<file path="src/rtl/sdh_fifo_watch_pkg.sv">
package sdh_fifo_watch_pkg;

  // Strobes from the compare/control half to the register datapath
  typedef struct packed {
    logic idleEmpty;  // host idle and FIFO empty
    logic fillHit;    // fill watermark condition holds (already gated by idleEmpty)
    logic drainHit;   // drain watermark condition holds (already gated by idleEmpty)
    logic rxUseDma;   // route fill crossing to DMA
    logic txUseDma;   // route drain crossing to DMA
  } lvlStrobe_t;

endpackage

</file>
<file path="src/rtl/sdh_fifo_watch_ctrl.sv">
module sdh_fifo_watch_ctrl
  import sdh_fifo_watch_pkg::*;
#(
  parameter int DEPTH = 32,
  localparam int CNT_W = $clog2(DEPTH + 1),
  localparam int THR_W = $clog2(DEPTH)
) (
  input  logic             clk,
  input  logic             rstN,
  input  logic [CNT_W-1:0] fifoCount,
  input  logic             xferActive,
  input  logic             readDir,
  input  logic             rxDmaEn,
  input  logic             txDmaEn,
  input  logic             thrWrEn,
  input  logic [THR_W-1:0] thrFillIn,
  input  logic [THR_W-1:0] thrDrainIn,
  output lvlStrobe_t       strobe
);

  localparam logic [THR_W-1:0] FILL_RST  = THR_W'(DEPTH - 1);
  localparam logic [THR_W-1:0] DRAIN_RST = '0;

  logic [THR_W-1:0] fillLevel;
  logic [THR_W-1:0] drainLevel;
  logic             idleEmpty;
  logic             fillCmp;
  logic             drainCmp;

  always_ff @(posedge clk or negedge rstN) begin
    if (!rstN) begin
      fillLevel  <= FILL_RST;
      drainLevel <= DRAIN_RST;
    end else if (thrWrEn) begin
      fillLevel  <= thrFillIn;
      drainLevel <= thrDrainIn;
    end
  end

  always_comb begin
    idleEmpty = !xferActive && (fifoCount == '0);
    fillCmp   = fifoCount > CNT_W'(fillLevel);
    drainCmp  = fifoCount < CNT_W'(drainLevel);
    strobe.idleEmpty = idleEmpty;
    strobe.fillHit   = !idleEmpty && readDir && fillCmp;
    strobe.drainHit  = !idleEmpty && !readDir && drainCmp;
    strobe.rxUseDma  = rxDmaEn;
    strobe.txUseDma  = txDmaEn;
  end

  // a watermark write is held from the next clock
  assert_thr_load_R11: assert property (@(posedge clk) disable iff (!rstN)
    thrWrEn |=> (fillLevel == $past(thrFillIn)) && (drainLevel == $past(thrDrainIn)));

  // the two directions never report a crossing together
  assert_dir_excl_R6: assert property (@(posedge clk) disable iff (!rstN)
    !(strobe.fillHit && strobe.drainHit));

endmodule

</file>
<file path="src/rtl/sdh_fifo_watch_dp.sv">
module sdh_fifo_watch_dp
  import sdh_fifo_watch_pkg::*;
#(
  parameter int STAT_W    = 16,
  parameter int FILL_BIT  = 10,
  parameter int DRAIN_BIT = 11
) (
  input  logic              clk,
  input  logic              rstN,
  input  lvlStrobe_t        strobe,
  input  logic              maskWrEn,
  input  logic [STAT_W-1:0] maskIn,
  input  logic              clrWrEn,
  input  logic [STAT_W-1:0] clrIn,
  input  logic [STAT_W-1:0] statusSet,
  output logic [STAT_W-1:0] status,
  output logic              rxDmaReq,
  output logic              txDmaReq,
  output logic              irq
);

  localparam logic [STAT_W-1:0] HW_MASK =
    (STAT_W'(1) << FILL_BIT) | (STAT_W'(1) << DRAIN_BIT);
  localparam logic [STAT_W-1:0] SW_MASK = ~HW_MASK;

  logic [STAT_W-1:0] maskReg;
  logic [STAT_W-1:0] clrEff;
  logic              fillFlag;
  logic              drainFlag;

  assign clrEff    = clrWrEn ? clrIn : '0;
  assign fillFlag  = strobe.fillHit && !strobe.rxUseDma;
  assign drainFlag = strobe.drainHit && !strobe.txUseDma;

  // One register per status bit; hardware-owned bits follow their level,
  // the rest are sticky with set-over-clear priority.
  for (genvar i = 0; i < STAT_W; i++) begin : g_stat
    if (i == FILL_BIT) begin : g_fill
      always_ff @(posedge clk or negedge rstN) begin
        if (!rstN) status[i] <= 1'b0;
        else       status[i] <= fillFlag;
      end
    end else if (i == DRAIN_BIT) begin : g_drain
      always_ff @(posedge clk or negedge rstN) begin
        if (!rstN) status[i] <= 1'b0;
        else       status[i] <= drainFlag;
      end
    end else begin : g_sticky
      always_ff @(posedge clk or negedge rstN) begin
        if (!rstN)             status[i] <= 1'b0;
        else if (statusSet[i]) status[i] <= 1'b1;
        else if (clrEff[i])    status[i] <= 1'b0;
      end
    end
  end

  always_ff @(posedge clk or negedge rstN) begin
    if (!rstN) begin
      rxDmaReq <= 1'b0;
      txDmaReq <= 1'b0;
      maskReg  <= '0;
    end else begin
      rxDmaReq <= strobe.fillHit && strobe.rxUseDma;
      txDmaReq <= strobe.drainHit && strobe.txUseDma;
      if (maskWrEn) maskReg <= maskIn;
    end
  end

  assign irq = |(status & maskReg);

  assert_rx_excl_R3: assert property (@(posedge clk) disable iff (!rstN)
    !(rxDmaReq && status[FILL_BIT]));

  assert_tx_excl_R5: assert property (@(posedge clk) disable iff (!rstN)
    !(txDmaReq && status[DRAIN_BIT]));

  assert_idle_clear_R7: assert property (@(posedge clk) disable iff (!rstN)
    strobe.idleEmpty |=> !rxDmaReq && !txDmaReq && !status[FILL_BIT] && !status[DRAIN_BIT]);

  assert_mask_off_R8: assert property (@(posedge clk) disable iff (!rstN)
    (maskWrEn && maskIn == '0) |=> !irq);

  assert_set_sticks_R9: assert property (@(posedge clk) disable iff (!rstN)
    |(statusSet & SW_MASK) |=>
      ((status & $past(statusSet & SW_MASK)) == $past(statusSet & SW_MASK)));

  assert_hold_flag_R10: assert property (@(posedge clk) disable iff (!rstN)
    (strobe.fillHit && !strobe.rxUseDma) |=> status[FILL_BIT]);

endmodule

</file>
<file path="src/rtl/sdh_fifo_watch.sv">
module sdh_fifo_watch
  import sdh_fifo_watch_pkg::*;
#(
  parameter int DEPTH     = 32,
  parameter int STAT_W    = 16,
  parameter int FILL_BIT  = 10,
  parameter int DRAIN_BIT = 11,
  localparam int CNT_W = $clog2(DEPTH + 1),
  localparam int THR_W = $clog2(DEPTH)
) (
  input  logic              clk,
  input  logic              rstN,
  input  logic [CNT_W-1:0]  fifoCount,
  input  logic              xferActive,
  input  logic              readDir,
  input  logic              rxDmaEn,
  input  logic              txDmaEn,
  input  logic              thrWrEn,
  input  logic [THR_W-1:0]  thrFillIn,
  input  logic [THR_W-1:0]  thrDrainIn,
  input  logic              maskWrEn,
  input  logic [STAT_W-1:0] maskIn,
  input  logic              clrWrEn,
  input  logic [STAT_W-1:0] clrIn,
  input  logic [STAT_W-1:0] statusSet,
  output logic [STAT_W-1:0] status,
  output logic              rxDmaReq,
  output logic              txDmaReq,
  output logic              irq
);

  lvlStrobe_t strobe;

  sdh_fifo_watch_ctrl #(.DEPTH(DEPTH)) u_ctrl (
    .clk        (clk),
    .rstN       (rstN),
    .fifoCount  (fifoCount),
    .xferActive (xferActive),
    .readDir    (readDir),
    .rxDmaEn    (rxDmaEn),
    .txDmaEn    (txDmaEn),
    .thrWrEn    (thrWrEn),
    .thrFillIn  (thrFillIn),
    .thrDrainIn (thrDrainIn),
    .strobe     (strobe)
  );

  sdh_fifo_watch_dp #(
    .STAT_W    (STAT_W),
    .FILL_BIT  (FILL_BIT),
    .DRAIN_BIT (DRAIN_BIT)
  ) u_dp (
    .clk       (clk),
    .rstN      (rstN),
    .strobe    (strobe),
    .maskWrEn  (maskWrEn),
    .maskIn    (maskIn),
    .clrWrEn   (clrWrEn),
    .clrIn     (clrIn),
    .statusSet (statusSet),
    .status    (status),
    .rxDmaReq  (rxDmaReq),
    .txDmaReq  (txDmaReq),
    .irq       (irq)
  );

endmodule

</file>
<file path="config.mk">
export PLATFORM = sky130hd
export DESIGN_NAME = sdh_fifo_watch
export DESIGN_NICKNAME = d
export VERILOG_FILES = /design/src/rtl/sdh_fifo_watch_pkg.sv /design/src/rtl/sdh_fifo_watch_ctrl.sv /design/src/rtl/sdh_fifo_watch_dp.sv /design/src/rtl/sdh_fifo_watch.sv
export SDC_FILE = /design/constraint.sdc
export NUM_CORES = 1
export LEC_CHECK = 0
export ABC_AREA = 1
export ABC_CLOCK_PERIOD_IN_PS = 3200
export BUFFER_PORTS_ARGS = -buffer_cell sky130_fd_sc_hd__buf_4
export CELL_PAD_IN_SITES_DETAIL_PLACEMENT = 0
export CELL_PAD_IN_SITES_GLOBAL_PLACEMENT = 2
export CORE_UTILIZATION = 29
export DETAILED_ROUTE_END_ITERATION = 10
export GPL_TIMING_DRIVEN = 0
export PLACE_DENSITY_LB_ADDON = 0.1
export SYNTH_ARGS = -nofsm -noshare
export SYNTH_HDL_FRONTEND = slang
export SYNTH_SLANG_ARGS = --single-unit
</file>
<file path="constraint.sdc">
create_clock -name clk -period 3.2 [get_ports clk]
set_clock_uncertainty 0.2 [all_clocks]
set_input_delay 0.32 -clock clk [delete_from_list [all_inputs] [get_ports clk]]
set_output_delay 0.32 -clock clk [all_outputs]
set_load 0.01 [all_outputs]
</file>
==> qor.txt <==
Status = complete, no violations
Sequential share of the synthesized area = 55.0%
Top-count cell post-synth = nand2_1
Seq. cell area = 1110 µm²
Largest family of logic cells by synthesized area = simple AND/OR/NAND/NOR gates
Placer Congestion = 0.757
CP most frequent cell = nand2_1
Synth Area in Simple Gates = 15.2%
Vias in the first global route = 1757
Max_slew headroom = 61.8%
Pwr per Cell Area = 434 nW/µm²
Net Sw Frac = 24.1%
DR iter-0 viols = 30
Post-CTS sizing = 0
Pin count of the biggest net entering global routing = 45
Chip Height = 85.3 µm
Crit Path Category = register to primary output
ANT nets after route = 0
Full die area = 7270 µm²
Initial Utilization = 30.8%
# nets final = 390
Post-synthesis compound-gate area fraction = 9.02%
Std cell rows = 29
CP Data Arrival Time = 1.23 ns
Worst hold margin = 0.0273 ns
Slowest-stage cell, CP = dfrtp_1
Chip width = 85.3 µm
Fin. max-slew vios = 0
Endpoint class of the critical path = primary output
Worst Path Max Fanout = 3
Post-Synthesis Cells = 199
CORE AREA = 6530 µm²
Final setup margin = 1.45 ns
DRT Wirelength = 4830 µm
Static leakage = 1.52 nW
Post-CTS setup buffers = 0
Largest stage delay, worst path = 0.41 ns
Flop pwr share = 47.6%
Yosys warns = 0
First-pass GRT wire length = 8090 µm
Vias per inst = 4.39
Final setup fails = 0
DP HPWL = 3600 µm
Critical path cell sequence = nand2_1, nand4_1, nor2_1, nand2_1, buf_4
Multi-input logic area = 792 µm²
Ys async rst share = 100%
RSZ-0062 raised after global routing = false
Buffers on Ports = 85
Sum Neg Setup Slack = 0 ns
Post-synth top cells = nand2_1 (54), dfrtp_1 (39), inv_1 (20), mux2_2 (17), a21o_1 (14)
CTS Buffer Depth = 2
Path type of the worst min-delay path = input port to register
Synthesized area = 2010 µm²
Distinct cells, synth = 19
Area Growth Syn to Fin = 51.0%
Ranking of synthesized cells by area = dfrtp_1 (49%), nand2_1 (10%), mux2_2 (9.5%), dfstp_2 (6.5%), ha_1 (5.6%)
Adder-cell share of the synthesized area = 5.60%
H-tree depth = 2
Via count = 1696
Mux cell area share after synthesis = 9.51%
Share of layout cells above drive strength 1 = 39.2%
First-pass iteration count of the detailed router = 4
CTS Sinks = 44
Syn Nets = 281
Clock latency on the worst-skew pair = 0.29 ns
Worst setup SP type = register
CTS Root Cell = clkbuf_8
Cell taking the most area after synthesis = dfrtp_1
Pin slew with the least headroom to its limit = 0.573 ns
Total GRT Usage = 14.4%
Yosys top cell area share = 48.5%
GRT overflow = 0
ANT cells = 0
Tmin final = 1.75 ns
Syn_area_per_cell = 10.1 µm²
DP Worst Slack = 1.53 ns
DRC = 0
TritonCTS Buffers = 5
Ports = 92
Post-CTS Hold Buffers = 17
WP data required = 2.68 ns
Post-route cell area = 3040 µm²
TritonCTS clock tree = done
Max-cap viol count = 0
Initial antenna violation count = 0
Pint = 1.00 mW
Per-cell routed wire length = 12.5 µm
VDD IR max = 0.188 mV
Clock Power Share = 34.2%
Final Hold Viols = 0
Maximum clock rate = 0.570 GHz
Overall power = 1.32 mW
Fill cells = 643
Number of synthesized flops with an enable pin = 0
Comb pwr share = 18.2%
Clk pin slew, worst setup/hold paths = 0.09 ns
Placed inst area = 2750 µm²
Post-Synth XOR/XNOR Area = 0%
Top_reg_cell synth = dfrtp_1
Final Cycle Share = 54.8%
Flops & latches, synth = 44
Psw = 0.318 mW
[stage by stage]
step	cells	utilization (%)
2_1_floorplan	199	-
3_3_place_gp	361	42.0
3_5_place_dp	361	42.0
4_1_cts	386	46.5
5_1_grt	386	46.5
6_report	386	46.5
[cell families (layout without fill, tap and decap cells)]
logic type / after synthesis / after routing
buffers and inverters: 25 / 135
multiplexers: 17 / 17
flip-flops: 44 / 44
AO/OA/AOI/OAI: 28 / 28
AND/OR/NAND/NOR: 76 / 76
adder cells (fa/ha/maj): 9 / 9
[final timing paths]
kind | slack (ns) | depth (start not counted) | start | endpoint
min reg2reg | 0.29 | 2 | u_ctrl.fillLevel[4] | u_ctrl.fillLevel[4]
min | 0.03 | 3 | thrDrainIn[0] | u_ctrl.drainLevel[0]
max reg2reg | 1.54 | 8 | u_ctrl.fillLevel[3] | u_dp.status[10]
min in group asynchronous | 0.35 | 2 | rstN | u_dp.maskReg[0]
max in group asynchronous | 2.04 | 2 | rstN | u_ctrl.fillLevel[0]
max | 1.45 | 5 | u_dp.status[8] | irq
[sequential cells by signal (all words and copies together), names as in the netlist]
| name | cells |
|---|---|
| u_dp.maskReg | 16 |
| u_dp.status | 16 |
| u_ctrl.drainLevel | 5 |
| u_ctrl.fillLevel | 5 |
| u_dp.rxDmaReq | 1 |
| u_dp.txDmaReq | 1 |
[area by class of cell]
class	count	area share (%)
plain buffers	5	1.24
clock buffers	6	2.72
clock inverters	2	1.28
inverters	20	2.47
multi-input cells	130	26.1
flip-flops and latches	44	36.4
well taps	77	3.17
repair buffers	102	26.6
[routing by layer]
| layer | global-route usage, % | wire, µm |
|---|---|---|
| met1 | 17.7 | 2120 |
| met2 | 25.3 | 2400 |
| met3 | 3.21 | 246 |
| met4 | 4.55 | 59 |
| met5 | 0 | 0 |
[placed cells by master (no fill, tap or decap), types with 2 or more instances in the layout]
| cell | instances |
|---|---|
| a21o_1 | 14 |
| o21ai_0 | 11 |
| buf_4 | 85 |
| buf_6 | 2 |
| nand3_1 | 2 |
| clkbuf_8 | 6 |
| mux2_2 | 17 |
| dlygate4sd3_1 | 17 |
| dfrtp_1 | 39 |
| nand4_1 | 4 |
| nand2_1 | 54 |
| inv_1 | 20 |
| nor3_1 | 3 |
| ha_1 | 9 |
| dfstp_2 | 5 |
| buf_2 | 3 |
| nor2_1 | 11 |
[worst max-delay path: cells and delay by family, from the launching register on]
| kind | cells | cell delay (ns) |
|---|---|---|
| buf+inv | 1 | 0.14 |
| simple gates | 4 | 0.39 |
| flops | 1 | 0.41 |
[power groups by stage]
| stage | sequential (mW) | clock (mW) | combinational [mW] |
|---|---|---|---|
| 2_1_floorplan | 0.642 | 0 | 0.0995 |
| 3_3_place_gp | 0.639 | 0 | 0.228 |
| 3_5_place_dp | 0.640 | 0 | 0.229 |
| 4_1_cts | 0.629 | 0.468 | 0.246 |
| 5_1_grt | 0.637 | 0.482 | 0.274 |
| 6_report | 0.629 | 0.451 | 0.240 |
No activity file was read; power rests on OpenSTA's default activity.
